--- src/rtl/i2c_strap_pkg.sv ---
package i2c_strap_pkg;

   typedef enum logic [1:0] {
      STRAP_GND = 2'b00,
      STRAP_VS  = 2'b01,
      STRAP_SDA = 2'b10,
      STRAP_SCL = 2'b11
   } strap_code_e;

   typedef enum logic [2:0] {
      TS_IDLE,
      TS_ADDR,
      TS_ACK_WAIT,
      TS_ACK_DRIVE,
      TS_HOLD,
      TS_SKIP
   } tgt_state_e;

endpackage

--- src/rtl/i2c_sync_bank.sv ---
module i2c_sync_bank #(
   parameter int               WIDTH   = 4,
   parameter int               STAGES  = 2,
   parameter logic [WIDTH-1:0] RST_VAL = '1
) (
   input  logic             clk,
   input  logic             rst_n,
   input  logic [WIDTH-1:0] d_i,
   output logic [WIDTH-1:0] q_o
);

   generate
      if (STAGES < 2) begin : g_bad_stages
         $error("i2c_sync_bank: STAGES must be at least 2");
      end
   endgenerate

   logic [STAGES-1:0][WIDTH-1:0] stage_q;

   always_ff @(posedge clk or negedge rst_n) begin
      if (!rst_n) stage_q <= {STAGES{RST_VAL}};
      else        stage_q <= {stage_q[STAGES-2:0], d_i};
   end

   assign q_o = stage_q[STAGES-1];

endmodule

--- src/rtl/i2c_bus_events.sv ---
module i2c_bus_events (
   input  logic clk,
   input  logic rst_n,
   input  logic scl_i,
   input  logic sda_i,
   output logic start_o,
   output logic stop_o,
   output logic rise_o,
   output logic fall_o
);

   logic scl_q, sda_q;

   always_ff @(posedge clk or negedge rst_n) begin
      if (!rst_n) begin
         scl_q <= 1'b1;
         sda_q <= 1'b1;
      end else begin
         scl_q <= scl_i;
         sda_q <= sda_i;
      end
   end

   // data-line edges only count while the clock line stayed high
   assign start_o = scl_i & scl_q & sda_q & ~sda_i;
   assign stop_o  = scl_i & scl_q & ~sda_q & sda_i;
   assign rise_o  = scl_i & ~scl_q;
   assign fall_o  = ~scl_i & scl_q;

endmodule

--- src/rtl/strap_classifier.sv ---
module strap_classifier
   import i2c_strap_pkg::*;
(
   input  logic        clk,
   input  logic        rst_n,
   input  logic        clear_i,
   input  logic        sample_i,
   input  logic        scl_i,
   input  logic        sda_i,
   input  logic        strap_i,
   output strap_code_e code_o,
   output logic        valid_o
);

   logic seen_hi, seen_lo, diff_scl, diff_sda;

   always_ff @(posedge clk or negedge rst_n) begin
      if (!rst_n) begin
         seen_hi  <= 1'b0;
         seen_lo  <= 1'b0;
         diff_scl <= 1'b0;
         diff_sda <= 1'b0;
      end else if (clear_i) begin
         seen_hi  <= 1'b0;
         seen_lo  <= 1'b0;
         diff_scl <= 1'b0;
         diff_sda <= 1'b0;
      end else if (sample_i) begin
         seen_hi  <= seen_hi | strap_i;
         seen_lo  <= seen_lo | ~strap_i;
         diff_scl <= diff_scl | (strap_i ^ scl_i);
         // data relation only judged while SCL is high, so the data
         // line moving during the low phase cannot spoil it
         diff_sda <= diff_sda | (scl_i & (strap_i ^ sda_i));
      end
   end

   always_comb begin
      valid_o = 1'b1;
      if (!seen_hi)       code_o = STRAP_GND;
      else if (!seen_lo)  code_o = STRAP_VS;
      else if (!diff_scl) code_o = STRAP_SCL;
      else if (!diff_sda) code_o = STRAP_SDA;
      else begin
         code_o  = STRAP_GND;
         valid_o = 1'b0;
      end
   end

endmodule

--- src/rtl/i2c_strap_target.sv ---
module i2c_strap_target
   import i2c_strap_pkg::*;
#(
   parameter int                  N_STRAP     = 2,
   parameter int                  PREFIX_W    = 3,
   parameter logic [PREFIX_W-1:0] PREFIX      = 3'b100,
   parameter int                  ADDR_W      = 7,
   parameter int                  SYNC_STAGES = 2
) (
   input  logic               clk,
   input  logic               rst_n,
   input  logic               scl_i,
   input  logic               sda_i,
   input  logic [N_STRAP-1:0] straps_i,
   output logic               sda_pull_o,
   output logic               addr_match_o,
   output logic               rw_o,
   output logic [ADDR_W-1:0]  addr_o
);

   localparam int CODE_W = 2;
   localparam int SYNC_W = 2 + N_STRAP;
   localparam int CNT_W  = $clog2(ADDR_W + 2);

   generate
      if (ADDR_W != PREFIX_W + CODE_W * N_STRAP) begin : g_bad_width
         $error("i2c_strap_target: ADDR_W must equal PREFIX_W + 2*N_STRAP");
      end
      if (N_STRAP < 1) begin : g_bad_straps
         $error("i2c_strap_target: N_STRAP must be at least 1");
      end
   endgenerate

   // synchronised view: one bank so straps stay aligned with the lines
   logic [SYNC_W-1:0]  sync_q;
   logic               scl_s, sda_s;
   logic [N_STRAP-1:0] strap_s;

   i2c_sync_bank #(
      .WIDTH  (SYNC_W),
      .STAGES (SYNC_STAGES),
      .RST_VAL({SYNC_W{1'b1}})
   ) u_sync (
      .clk  (clk),
      .rst_n(rst_n),
      .d_i  ({straps_i, sda_i, scl_i}),
      .q_o  (sync_q)
   );

   assign scl_s   = sync_q[0];
   assign sda_s   = sync_q[1];
   assign strap_s = sync_q[SYNC_W-1:2];

   logic start_ev, stop_ev, rise_ev, fall_ev;

   i2c_bus_events u_events (
      .clk    (clk),
      .rst_n  (rst_n),
      .scl_i  (scl_s),
      .sda_i  (sda_s),
      .start_o(start_ev),
      .stop_o (stop_ev),
      .rise_o (rise_ev),
      .fall_o (fall_ev)
   );

   tgt_state_e state;

   logic [N_STRAP*CODE_W-1:0] code_bus;
   logic [N_STRAP-1:0]        valid_bus;

   generate
      for (genvar i = 0; i < N_STRAP; i++) begin : g_strap
         strap_code_e code_i;
         strap_classifier u_cls (
            .clk     (clk),
            .rst_n   (rst_n),
            .clear_i (start_ev),
            .sample_i(state == TS_ADDR),
            .scl_i   (scl_s),
            .sda_i   (sda_s),
            .strap_i (strap_s[i]),
            .code_o  (code_i),
            .valid_o (valid_bus[i])
         );
         assign code_bus[i*CODE_W +: CODE_W] = code_i;
      end
   endgenerate

   logic [ADDR_W-1:0] resolved;
   logic              all_valid;

   assign resolved  = {PREFIX, code_bus};
   assign all_valid = &valid_bus;

   logic [ADDR_W-1:0] shreg;
   logic [CNT_W-1:0]  bit_cnt;
   logic              last_bit, hit;

   // shreg already holds the seven address bits when the 8th rise arrives
   assign last_bit = (bit_cnt == CNT_W'(ADDR_W));
   assign hit      = all_valid && (shreg == resolved);

   logic              pull_q, match_q, rw_q;
   logic [ADDR_W-1:0] addr_q;

   always_ff @(posedge clk or negedge rst_n) begin
      if (!rst_n) begin
         state   <= TS_IDLE;
         shreg   <= '0;
         bit_cnt <= '0;
         pull_q  <= 1'b0;
         match_q <= 1'b0;
         rw_q    <= 1'b0;
         addr_q  <= '0;
      end else if (start_ev) begin
         state   <= TS_ADDR;
         bit_cnt <= '0;
         pull_q  <= 1'b0;
         match_q <= 1'b0;
      end else if (stop_ev) begin
         state   <= TS_IDLE;
         pull_q  <= 1'b0;
         match_q <= 1'b0;
      end else begin
         unique case (state)
            TS_ADDR: begin
               if (rise_ev) begin
                  shreg   <= {shreg[ADDR_W-2:0], sda_s};
                  bit_cnt <= bit_cnt + 1'b1;
                  if (last_bit) begin
                     rw_q   <= sda_s;
                     addr_q <= all_valid ? resolved : '0;
                     if (hit) begin
                        match_q <= 1'b1;
                        state   <= TS_ACK_WAIT;
                     end else begin
                        state   <= TS_SKIP;
                     end
                  end
               end
            end
            TS_ACK_WAIT: begin
               if (fall_ev) begin
                  pull_q <= 1'b1;
                  state  <= TS_ACK_DRIVE;
               end
            end
            TS_ACK_DRIVE: begin
               if (fall_ev) begin
                  pull_q <= 1'b0;
                  state  <= TS_HOLD;
               end
            end
            default: ;
         endcase
      end
   end

   assign sda_pull_o   = pull_q;
   assign addr_match_o = match_q;
   assign rw_o         = rw_q;
   assign addr_o       = addr_q;

endmodule

--- config.mk ---
export PLATFORM = sky130hd
export DESIGN_NAME = i2c_strap_target
export DESIGN_NICKNAME = d
export VERILOG_FILES = /design/src/rtl/i2c_strap_pkg.sv /design/src/rtl/i2c_sync_bank.sv /design/src/rtl/i2c_bus_events.sv /design/src/rtl/strap_classifier.sv /design/src/rtl/i2c_strap_target.sv
export SDC_FILE = /design/constraint.sdc
export NUM_CORES = 1
export LEC_CHECK = 0
export BUFFER_PORTS_ARGS = -buffer_cell sky130_fd_sc_hd__buf_2
export CAP_MARGIN = 30
export CORE_MARGIN = 5
export CORE_UTILIZATION = 45
export CTS_BUF_LIST = sky130_fd_sc_hd__clkbuf_4 sky130_fd_sc_hd__clkbuf_8 sky130_fd_sc_hd__clkbuf_16
export CTS_CLUSTER_DIAMETER = 100
export DETAILED_ROUTE_END_ITERATION = 10
export HOLD_SLACK_MARGIN = 0.05
export SYNTH_ARGS = -nofsm -noshare
export SYNTH_HDL_FRONTEND = slang
export SYNTH_SLANG_ARGS = --single-unit
--- constraint.sdc ---
create_clock -name clk -period 4.7 [get_ports clk]
set_input_delay 0.47 -clock clk [delete_from_list [all_inputs] [get_ports clk]]
set_output_delay 0.47 -clock clk [all_outputs]
set_load 0.05 [all_outputs]
; ---- Word level (Yosys, flattened, before mapping)
; Index checks and enable logic that the tools add are counted.
; Widths: inputs -> output; s select.
[totals]
input_bits = 6
word_cells = 131
register_bits = 42
[op_classes]
bitwise = 29
eq_ne = 10
n_mux = 56
add_sub_neg = 1
n_reduce_logical = 16
[ops]
columns = op, n
row1 = $mux 1, 34
row2 = $mux 3, 7
row3 = $mux 2, 8
row4 = $mux 4, 4
row5 = $ne 4x3->1 const B, 4
row6 = $reduce_bool 3->1, 4
row7 = $reduce_and 5->1, 2
row8 = $and 1x1->1, 9
row9 = $pmux 3 s3, 1
row10 = $not 1->1, 8
row11 = $or 1x1->1, 8
row12 = $reduce_and 4->1, 2
row13 = $eq 7x7->1, 1
row14 = $mux 7, 1
row15 = $eq 3x2->1 const B, 2
row16 = $reduce_and 3->1, 2
row17 = $reduce_bool 5->1, 1
row18 = $add 4x1->4 const B, 1
row19 = $eq 4x3->1 const B, 1
row20 = $reduce_bool 2->1, 2
row21 = $reduce_bool 4->1, 1
row22 = $xor 1x1->1, 4
row23 = $eq 3x1->1 const B, 1
row24 = $ne 2x1->1 const B, 1
row25 = other kinds (3), 3

; ---- Longest topological paths before layout
[logic_depth]
word_depth = 12
mapped_depth = 7
depth_no_buf = 6

; ---- Cells and area by module
; Synthesis repeated with hierarchy kept, for this count alone.
[hier_totals]
cells_unflattened = 156
area_unflattened_um2 = 1848.0
[by_module_without_submodules]
columns = mod, area_each_um2, cells_each, seq_area_each_um2, n_inst
row1 = i2c_strap_target, 1112.3, 96, 550.5, 1
row2 = strap_classifier, 203.9, 21, 100.1, 2
row3 = i2c_sync_bank, 240.2, 12, 210.2, 1
row4 = i2c_bus_events, 87.6, 6, 52.6, 1

; ---- Least setup slack after synthesis
; Ideal clock, no wire load.
[synth_timing]
path_type = reg-to-reg
start = register u_sync.stage_q, in the netlist u_sync.q_o[0]
end = register pull_q (netlist: sda_pull_o)
t_arrival_ns = 2.022
required_time_ns = 4.635
slack_ns = 2.613
stages_incl_launch_ff = 8
n_path_buf = 2
cell_sequence = dfstp_2 > clkbuf_1 > nand2_1 > or4_4 > buf_6 > a21boi_4 > nor4_2 > o22a_1
[synth_between]
elab_chain_len = 5
elab_cells_between_ends = 13
[synth_rtl]
columns = element, line_no
row1 = start: declaration, i2c_sync_bank.sv:18  ; logic [STAGES-1:0][WIDTH-1:0] stage_q;
row2 = start signal: assignment, i2c_sync_bank.sv:21  ; if (!rst_n) stage_q <= {STAGES{RST_VAL}};
row3 = start signal: assignment, i2c_sync_bank.sv:22  ; else stage_q <= {stage_q[STAGES-2:0], d_i};
row4 = $and 1x1->1, "i2c_bus_events.sv:25, i2c_bus_events.sv:26"
row5 = "$and 1x1->1, on equally long branches (2 in a row)", "i2c_bus_events.sv:26, i2c_bus_events.sv:25"
row6 = "$ne 4x3->1 (no source line), or another cell as far along", n/a
row7 = $reduce_and 3->1 (no source line) or $mux 1 (tied branches), n/a
row8 = end signal: assignment, i2c_strap_target.sv:112  ; pull_q <= 1'b0;
row9 = end signal: assignment, i2c_strap_target.sv:119  ; pull_q <= 1'b0;
row10 = end signal: assignment, i2c_strap_target.sv:123  ; pull_q <= 1'b0;
row11 = end: declaration, i2c_strap_target.sv:104  ; logic pull_q, match_q, rw_q;
; Several ways; a longest one is shown, not always the timed one.
; A chain may end at the register's enable or synchronous reset.

; ---- Worst setup path in the final report
[layout_timing]
start = register state[0]
end = register shreg[0]
[layout_between]
elab_chain_len = 2
[layout_rtl]
columns = element, line_no
row1 = start: declaration, i2c_strap_target.sv:67  ; tgt_state_e state;
row2 = start signal: assignment, i2c_strap_target.sv:109  ; state <= TS_IDLE;
row3 = start signal: assignment, i2c_strap_target.sv:117  ; state <= TS_ADDR;
row4 = start signal: assignment, i2c_strap_target.sv:122  ; state <= TS_IDLE;
row5 = $eq 3x1->1, i2c_strap_target.sv:126  ; unique case (state)
row6 = $reduce_and 4->1 (no source line), n/a
row7 = end signal: assignment, i2c_strap_target.sv:129  ; shreg <= {shreg[ADDR_W-2:0], sda_s};
row8 = end: declaration, i2c_strap_target.sv:96  ; logic [ADDR_W-1:0] shreg;
; Every way passes these cells.

==> results.tsv <==
stage	metric	value	unit
run_status	outcome	finished clean	
yosys	avgSynthCellArea	10.5	sq um
setup_path	cp_max_fo	12	
setup_path	r2r_cells	3	
min_path	hp-class	in -> reg	
power	power_frac_seq	52.3	%
power	power_switching	0.000172	W
sta	final-hold-violation-count	0	
floorplan	die_area	5250	sq um
setup_path	crit_slowest_cell	nor3b_1	
clock_tree	cts.clk_slew.worst_paths	0.07	ns
power	clock_power_share	39.8	%
yosys	yosysSeqAreaShare	57.7	%
setup_path	crit_chain	nor3b_1, and3_1, mux2_2	
sta	setup-violations-final	0	
drt	drt_iter0_markers	73	
yosys	netlist_area	1760	sq um
global_routing	grt_usage	14.5	%
yosys	synth_top_family_by_area	simple AND/OR/NAND/NOR gates	
drt	num_vias	1210	
clock_tree	htree_levels	2	
setup_path	reg2reg_slack	2.47	ns
sta	fin_crit_sh	47.5	%
final_layout	nets	189	
placed_design	dp_hpwl	2.41	mm
yosys	synth_xor_xnor_area_share	4.99	%
min_path	hold_end	u_sync.stage_q[0]	
min_path	holdCritStartpoint	scl_i	
drt	ant_nets	0	
clock_tree	cts_max_path_buffers	2	
sta	fin_worst_skew	0.00478	ns
final_layout	drive_above_1_share	20.8	%
power	p_sw_share	22.9	%
yosys	synth_cell_types	41	
job	maxCapViolCount	0	
yosys	syn_inst	167	
final_layout	area_growth	12.6	%
final_layout	final_cell_mix	nand2_1, dfrtp_1, nor2_1	
global_routing	antenna_found_initial	0	
sta	tns	0	ns
setup_path	critPathLaunchType	flop	
floorplan	design.core.area	3720	sq um
drt	first_pass_iters	4	
power	power.density	381	nW/um^2
yosys	ys.warnings.count	0	
drt	via_per_inst	5.24	
yosys	synth_mux_area_share	1.85	%
power	combPwrFrac	7.9	%
clock_tree	clk_latency	0.29	ns
yosys	ys.flop_type	dfrtp_1	
floorplan	fp-row-count	22	
clock_tree	cts_num_sinks	40	
global_routing	grt_pass1_vias	1165	
floorplan	die_width	72.5	um
min_path	min_path_cells	1	
global_routing	grt_max_degree	41	
power	peakVddDrop	0.000179	V
placed_design	io_buffers	13	
sta	slew_headroom	39.4	%
yosys	synth_compound_area_share	13.2	%
yosys	synthArstFlopShare	100	%
sta	max_freq	448	MHz
power	p_int	0.000581	W
sta	rsz0062_at_grt	no	
setup_path	arrival	2.41	ns
sta	report.final.slew_viol_count	0	
clock_tree	cts_inserted_buffers	5	
floorplan	ios	16	
setup_path	slowest_delay	0.77	ns
final_layout	diodes	0	
power	p_leak	0.955	nW
final_layout	mostFrequentLayoutCell	nand2_1	
drt	drt_wl_total	3.35	mm
clock_tree	cts_resized	0	
global_routing	grt_pass1_wl	5.69	mm
drt	route.detailed.drc	0	
yosys	synthSimpleGateAreaFrac	17.9	%
clock_tree	cts_setup_buffers	0	
clock_tree	root_buffer	clkbuf_8	
clock_tree	hold_buffers	0	
setup_path	reg2reg_to	shreg[0]	
setup_path	cp.required	4.87	ns
global_routing	gr-total-overflow	0	
placed_design	globalplace.congestion	0.806	
sta	period_needed	2.23	ns
floorplan	dieHeight	72.5	um
drt	wl_per_cell	14.5	um
sta	worst_pin_slew	0.907	ns
floorplan	start_util	47.3	%
clock_tree	cts_tree	yes	
setup_path	r2r-start	state[0]	
yosys	synthAdderAreaFrac	0.712	%
yosys	synth_edf_count	0	
setup_path	setup.worst_path.class	reg -> reg	
yosys	synth-seq-cells	40	
setup_path	cp-end-kind	flop	
sta	hold_ws	0.274	ns
## worst max-delay path, delay by kind of cell, from the launching register on
| family | cells | cell delay (ns) |
|---|---|---|
| mux | 1 | 0.38 |
| simple gates | 2 | 1.30 |
| flops | 1 | 0.44 |
## metal layers
metal / wire, um / track usage, %
met1: 1540 / 18.7
met5: 0 / 0
met3: 203 / 4.99
met2: 1550 / 21.8
met4: 55 / 6.56
## logic make-up (layout without fill, tap and decap cells)
logic type | Yosys count | count (layout)
xor+xnor | 10 | 10
flops | 40 | 40
compound gates | 32 | 32
mux | 3 | 3
simple gates | 68 | 68
buf+inv | 12 | 27
other cells | 1 | 2
fa+ha+maj | 1 | 1
## flip-flops by register name, indices dropped and copies added, names as in the netlist, 3 cells and up
register	cells
shreg	7
addr_o	5
bit_cnt	4
u_sync.q_o	4
u_sync.stage_q	4
state	3
## layout make-up
class                   count  area [sq um]
well taps                  48          60.1
clock inverters             1          30.0
clock buffers               7          96.3
multi-input cells         116           687
fillers                   338          1740
repair buffers             14          72.6
flip-flops and latches     40          1010
inverters                   5          18.8
## stage by stage
step,utilization [%],cells,area (sq um),power [W],worst slack (ns)
2_1_floorplan,-,168,1760,0.000439,2.61
3_3_place_gp,49.8,223,1850,0.000459,2.49
3_5_place_dp,49.8,223,1850,0.000460,2.46
4_1_cts,53.2,231,1980,0.000762,2.45
5_1_grt,53.2,231,1980,0.000794,2.31
6_report,53.2,231,1980,0.000753,2.47
## cell usage after synthesis, drive strengths merged (3+ instances only)
cell type	n	area, sq um
nand2	31	116
dfrtp	30	751
nor2	19	71.3
dfstp	10	263
a21oi	6	30.0
o21ai	6	30.0
inv	5	18.8
xnor2	5	43.8
xor2	5	43.8
a31oi	4	25.0
clkbuf	4	15.0
a21boi	3	33.8
a22o	3	26.3
buf	3	26.3
nand2b	3	18.8
nand3	3	15.0
nand4	3	18.8
## worst max path at each step
stage               slack [ns]         end  cells past startpoint           from
finish                    2.47    shreg[0]                      3       state[0]
global route              2.31  bit_cnt[3]                      5       state[0]
global placement          2.49  sda_pull_o                      5       state[2]
CTS                       2.45    shreg[0]                      3       state[0]
detailed placement        2.46    shreg[0]                      3       state[0]
floorplan                 2.61  sda_pull_o                      7  u_sync.q_o[0]
## power by group through the flow
stage          sequential (W)  clock, W  combinational, W
4_1_cts              0.000394  0.000308         0.0000602
5_1_grt              0.000397  0.000327         0.0000698
3_5_place_dp         0.000400         0         0.0000601
2_1_floorplan        0.000391         0         0.0000477
6_report             0.000394  0.000300         0.0000596
3_3_place_gp         0.000399         0         0.0000596
Note: power is estimated with default switching activity, not from simulation.
